### config.mk
export PLATFORM = sky130hd
export DESIGN_NAME = rnb_gf_mul
export DESIGN_NICKNAME = d
export VERILOG_FILES = /design/src/rtl/rnb_pkg.sv /design/src/rtl/rnb_pp_array.sv /design/src/rtl/rnb_fold_net.sv /design/src/rtl/rnb_out_stage.sv /design/src/rtl/rnb_gf_mul.sv
export SDC_FILE = /design/constraint.sdc
export NUM_CORES = 1
export LEC_CHECK = 0
export CELL_PAD_IN_SITES_DETAIL_PLACEMENT = 0
export CELL_PAD_IN_SITES_GLOBAL_PLACEMENT = 1
export CORE_MARGIN = 2
export CORE_UTILIZATION = 36
export DETAILED_ROUTE_END_ITERATION = 6
export GPL_TIMING_DRIVEN = 0
export HOLD_SLACK_MARGIN = 0.03
export PLACE_DENSITY_LB_ADDON = 0.1
export SLEW_MARGIN = 0
export SYNTH_ARGS = -nofsm -noshare
export SYNTH_HDL_FRONTEND = slang
export SYNTH_HIERARCHICAL = 1
export SYNTH_SLANG_ARGS = --single-unit
### constraint.sdc
create_clock -name clk -period 0.8 [get_ports clk]
set_clock_uncertainty 0.05 [all_clocks]
set_input_delay 0.16 -clock clk [delete_from_list [all_inputs] [get_ports clk]]
set_output_delay 0.16 -clock clk [all_outputs]
set_load 0.03 [all_outputs]
### src/rtl/rnb_pkg.sv
package rnb_pkg;

    typedef enum logic {
        ST_EMPTY = 1'b0,
        ST_FULL  = 1'b1
    } out_state_t;

    // Basis position reached by the difference term of pair (i, j); 0 means cancelled.
    function automatic int diff_pos(input int i, input int j);
        return (i > j) ? (i - j) : (j - i);
    endfunction

    // Basis position reached by the sum term of pair (i, j), wrapped into 1..m.
    function automatic int sum_pos(input int i, input int j, input int m);
        int s;
        s = i + j;
        return (s <= m) ? s : (2 * m + 1 - s);
    endfunction

endpackage

### src/rtl/rnb_pp_array.sv
module rnb_pp_array #(
    parameter int M = 5
) (
    input  logic [M:1]     op_a,
    input  logic [M:1]     op_b,
    output logic [M*M-1:0] pp
);
    // pp[(i-1)*M + (j-1)] = a_i & b_j
    for (genvar gi = 1; gi <= M; gi++) begin : g_row
        for (genvar gj = 1; gj <= M; gj++) begin : g_col
            assign pp[(gi-1)*M + (gj-1)] = op_a[gi] & op_b[gj];
        end
    end
endmodule

### src/rtl/rnb_fold_net.sv
module rnb_fold_net #(
    parameter int M = 5
) (
    input  logic [M*M-1:0] pp,
    output logic [M:1]     prod
);
    import rnb_pkg::*;

    // Each output position XORs every partial product whose folded index lands on it.
    for (genvar gk = 1; gk <= M; gk++) begin : g_pos
        logic acc;
        always_comb begin
            acc = 1'b0;
            for (int i = 1; i <= M; i++) begin
                for (int j = 1; j <= M; j++) begin
                    if (diff_pos(i, j) == gk)
                        acc = acc ^ pp[(i-1)*M + (j-1)];
                    if (sum_pos(i, j, M) == gk)
                        acc = acc ^ pp[(i-1)*M + (j-1)];
                end
            end
        end
        assign prod[gk] = acc;
    end
endmodule

### src/rtl/rnb_out_stage.sv
module rnb_out_stage #(
    parameter int M = 5
) (
    input  logic       clk,
    input  logic       rst_n,
    input  logic       load,
    input  logic [M:1] prod,
    output logic       valid_q,
    output logic [M:1] data_q
);
    import rnb_pkg::*;

    out_state_t state_q, state_d;

    always_comb begin
        state_d = state_q;
        unique case (state_q)
            ST_EMPTY: state_d = load ? ST_FULL : ST_EMPTY;
            ST_FULL:  state_d = load ? ST_FULL : ST_EMPTY;
            default:  state_d = ST_EMPTY;
        endcase
    end

    always_ff @(posedge clk or negedge rst_n) begin
        if (!rst_n)
            state_q <= ST_EMPTY;
        else
            state_q <= state_d;
    end

    always_ff @(posedge clk or negedge rst_n) begin
        if (!rst_n)
            data_q <= '0;
        else if (load)
            data_q <= prod;
    end

    assign valid_q = (state_q == ST_FULL);
endmodule

### src/rtl/rnb_gf_mul.sv
module rnb_gf_mul #(
    parameter int M = 5
) (
    input  logic       clk,
    input  logic       rst_n,
    input  logic       in_valid,
    input  logic [M:1] a,
    input  logic [M:1] b,
    output logic       out_valid,
    output logic [M:1] c
);
    localparam int NPP = M * M;

    logic [NPP-1:0] pp;
    logic [M:1]     prod;

    rnb_pp_array #(.M(M)) u_pp (
        .op_a (a),
        .op_b (b),
        .pp   (pp)
    );

    rnb_fold_net #(.M(M)) u_fold (
        .pp   (pp),
        .prod (prod)
    );

    rnb_out_stage #(.M(M)) u_out (
        .clk     (clk),
        .rst_n   (rst_n),
        .load    (in_valid),
        .prod    (prod),
        .valid_q (out_valid),
        .data_q  (c)
    );
endmodule

-- After elaboration in Yosys (flattened, before gate mapping)
Cells that the tools add are included.
- input port bits: 13
- logic and storage cells: 68
- register bits after elaboration: 6
- bitwise gates (word level): 65
- multiplexer cells: 1
- operators by type and width (cell ; count):
    1-bit XOR ; 40
    1-bit AND ; 25
    1-bit two-way mux ; 1

-- Depth between registers and ports, before layout
- word-level depth: 9
- gate-level depth with buffers: 6

-- Modules after synthesis
The synthesis kept the hierarchy.
- modules (own cells, without submodules) (module ; sequential area each (µm²) ; cells each ; times used ; area an instance (µm²)):
    rnb_fold_net ; 0.0 ; 30 ; 1 ; 355.3
    rnb_out_stage ; 150.1 ; 11 ; 1 ; 206.4
    rnb_pp_array ; 0.0 ; 25 ; 1 ; 156.4

-- Worst setup path after synthesis
No wires, ideal clock.
- path kind: in2reg
- start: input port a[5] in the netlist's numbering
- end: register u_out/data_q[2] in the netlist's numbering
- arrival: 1.420 ns
- setup time: 0.125 ns
- stages on the path: 6
- setup slack: -0.794 ns
- cells stage by stage: and2_1 > xnor2_1 > xnor3_1 > xnor2_1 > buf_4 > mux2_2
- word-level cells in the longest chain between the ends: 3
- elaborated cells on any way between the ends: 4
- ends and longest elaborated chain (item ; RTL line ; RTL):
    start: declaration ; rnb_gf_mul.sv:7 ; input logic [M:1] a,
    1-bit AND ; rnb_pp_array.sv:11 ; assign pp[(gi-1)*M + (gj-1)] = op_a[gi] & op_b[gj];
    1-bit XOR ; rnb_fold_net.sv:17 ; acc = acc ^ pp[(i-1)*M + (j-1)];
    1-bit XOR (*) ; rnb_fold_net.sv:19 ; acc = acc ^ pp[(i-1)*M + (j-1)];
    net u_fold.g_pos[2].acc ; rnb_fold_net.sv:11 ; logic acc;
    end signal: assignment ; rnb_out_stage.sv:35 ; data_q <= prod;
    end: declaration ; rnb_out_stage.sv:9 ; output logic [M:1] data_q
The timed path passes the listed nets; every way through them passes the cells marked *.
A chain may end at the register's enable or synchronous reset.

-- Worst setup path after layout
- start: input port a[3] in the netlist's numbering
- end: register u_out/data_q[4] in the netlist's numbering
- elaborated cells on any way between the ends: 7
- RTL lines (item ; RTL line ; RTL):
    1-bit AND ; rnb_pp_array.sv:11 ;
    net pp[13] ; rnb_gf_mul.sv:14 ; logic [NPP-1:0] pp;
    1-bit XOR (2 in a row) ; rnb_fold_net.sv:19 ;
    1-bit XOR ; rnb_fold_net.sv:17 ;
    1-bit XOR ; rnb_fold_net.sv:19 ;
    net prod, one bit ; rnb_gf_mul.sv:15 ; logic [M:1] prod;
The timed path passes the listed nets, and every way through them passes these cells.

==> impl_metrics.csv <==
group,metric,value,unit
run_status,status,"finished with violations",
run_status,violations,"negative setup slack",
setup_path,crit_path_start,"a[3]",
sta,worst_slew_pin_slew,382,ps
min_path,hp-class,"in -> async",
power,p_int,1.52,mW
clock_network,clockBufferDepth,2,
detailed_routing,wl_per_cell,12.7,microns
place,pre_cts_ws,-1400,ps
cells_and_area,n_fill_cell,187,
setup_path,arrival,1440,ps
synth,ys_seq_elements,6,
sta,fin_crit,1360,ps
global_routing,track_usage,15.7,%
power,finalPower,2.35,mW
clock_network,insertion_delay,250,ps
cells_and_area,drive_above_1_share,60.4,%
setup_path,cp-start-kind,"input port",
power,pwr-share-clk,12.4,%
synth,yosysTopAreaCell,"and2_1",
synth,syn_nets,79,
sta,rsz0062_at_grt,"true",
sta,slew_headroom,74.5,%
floorplanning,dieHeight,48.7,microns
power,leakagePower,0.541,nW
sta,setup_slack,-565,ps
detailed_routing,wl_met3,60,microns
global_routing,grt_overflow,0,
setup_path,r2r_start,"u_out/data_q[1]$_DFFE_PN0P_",
setup_path,crit_required,880,ps
floorplanning,fp.dieW,48.7,microns
synth,netlist_instances,66,
synth,ys_types,8,
power,powerDensity,2060,nW/um^2
clock_network,cts_sinks,6,
clock_network,cts-buffers-inserted,3,
detailed_routing,drc,0,
run,drv_cap,0,
floorplanning,initial_utilization,37.4,%
clock_network,ctsRootBufferMaster,"clkbuf_4",
sta,maxSlewViolCount,0,
setup_path,worstPathMaxFanout,5,
sta,max_freq,733,MHz
sta,finalSetupViolations,11,
detailed_routing,vias,513,
power,ir_worst_vdd,1.82,mV
detailed_routing,ant_nets,0,
synth,synth_warnings,6,
setup_path,cp_slowest_stage_delay,450,ps
global_routing,antenna_found_initial,0,
detailed_routing,drt_iter0_markers,5,
clock_network,clk_pin_slew_worst_paths,50,ps
global_routing,grt_pass1_vias,597,
detailed_routing,met1Wirelength,643,microns
synth,synth_area,718,sq um
sta,hold_slack,100,ps
power,p_sw_share,35.3,%
power,combinationalPowerShare,65.0,%
detailed_routing,top_layer,"met4",
detailed_routing,dr_wl_met2,786,microns
setup_path,worstSetupPathType,"in -> reg",
synth,yosysSeqAreaShare,20.9,%
floorplanning,io_pins,19,
sta,tns,-3830,ps
cells_and_area,nNetsFinal,106,
power,p_switching,828,uW
synth,synth_top_area_share,21.8,%
detailed_routing,routed_wl,1500,microns
global_routing,grt_pass1_wl,2770,microns
setup_path,worstPathCellList,"buf_8, and2_4, xnor2_2, xnor3_1, xnor2_1, mux2_4",
sta,fin_crit_sh,171,%
cells_and_area,areaGrowthSynthToFinish,58.4,%
floorplanning,fp.dieArea,2370,sq um
setup_path,slowest_stage,"xnor3_1",
clock_network,cts.htree.levels,1,
cells_and_area,post-route-util,59.2,%
power,seq_power_share,22.6,%
floorplanning,rows,16,
synth,ys_top_cells_by_area,"and2_1 22%, dfrtp_1 21%, xnor3_1 16%",
cells_and_area,n_antenna_cell,0,
floorplanning,core-area,1920,sq um
synth,syn_area_per_cell,10.9,sq um
global_routing,grt_max_degree,7,
setup_path,end_kind,"register",
place,io_buffers,18,
detailed_routing,viasPerCell,4.35,
sta,hold_violations,0,
detailed_routing,dr.pass1.iters,4,
place,gp_congestion,0.732,
clock_network,cts_tree,"built",
==> power groups by stage <==
stage          logic [mW]  clock network [mW]  registers, mW
5_1_grt              1.62               0.325          0.556
3_5_place_dp         1.46                   0          0.507
3_3_place_gp         1.45                   0          0.500
4_1_cts              1.52               0.300          0.528
6_report             1.53               0.292          0.530
2_1_floorplan       0.764                   0          0.765
==> per-layer routing <==
layer	vias to the layer above	GRT usage (%)
li1	254	-
met1	245	20.0
met2	12	25.1
met3	2	5.56
met4	0	4.29
met5	-	0
==> final timing paths <==
| check | slack (ps) | end | depth (start not counted) |
|---|---|---|---|
| min in group clk | 190 | u_out/valid_q$_DFF_PN0_ | 1 |
| worst min-delay path | 100 | u_out/data_q[5]$_DFFE_PN0P_ | 1 |
| worst max register to register | -140 | u_out/data_q[1]$_DFFE_PN0P_ | 2 |
| worst min register to register | 490 | u_out/data_q[5]$_DFFE_PN0P_ | 1 |
| max in group asynchronous | 370 | u_out/data_q[2]$_DFFE_PN0P_ | 1 |
| worst max-delay path | -560 | u_out/data_q[4]$_DFFE_PN0P_ | 6 |
==> cell type report <==
cell class                      instances  area (sq um)  area share (%)
Sequential cell                         6           150            13.2
Timing Repair Buffer                   27           272            23.9
Tap cell                               27          33.8            2.97
Clock buffer                            3          22.5            1.98
Multi-Input combinational cell         55           659            58.0
==> logic make-up after synthesis <==
logic type	after synthesis	synth area share, %
muxes	5	7.84
xor gates and xnor gates	25	44.3
DFF	6	20.9
buffers and inverters	5	5.23
and+or+nand+nor	25	21.8
==> per-stage QoR <==
stage | instances | instance area, sq um
final | 118 | 1140
after global routing | 118 | 1140
after detailed placement | 111 | 987
after global placement | 111 | 987
after floorplan | 66 | 773
after CTS | 117 | 1120
==> timing repair <==
action,CTS,global route
hold buffers,0,0
resized for setup,108,8
setup buffers,8,1
pin swaps,21,9
endpoints found under the setup margin,11,12
==> cells in the mapped netlist <==
library cell  instances
xnor2_1              12
dfrtp_1               6
mux2_2                5
xnor3_1               5
and2_1               25
buf_4                 5
xnor2_2               4
xor2_1                4
==> cells in the final DEF (no fill, tap or decap) <==
master / count
xnor2_4: 4
clkdlybuf4s50_1: 1
xnor2_2: 3
mux2_4: 5
xor2_2: 1
buf_4: 10
xnor2_1: 9
buf_2: 1
xnor3_1: 5
dfrtp_1: 6
dlymetal6s2s_1: 1
buf_8: 3
and2_1: 11
clkbuf_4: 3
and2_4: 14
xor2_1: 3
buf_6: 11
==> sequential cells by signal, summed over array words and instances (netlist names) <==
| register | cells |
|---|---|
| u_out/data_q | 5 |
| u_out/valid_q | 1 |
==> worst max-delay path: cells and delay by family <==
kind / cells / cell delay, ps
xor+xnor: 3 / 770
buf+inv: 1 / 100
mux: 1 / 260
simple gates: 1 / 150
(Power assumes the default switching activity.)
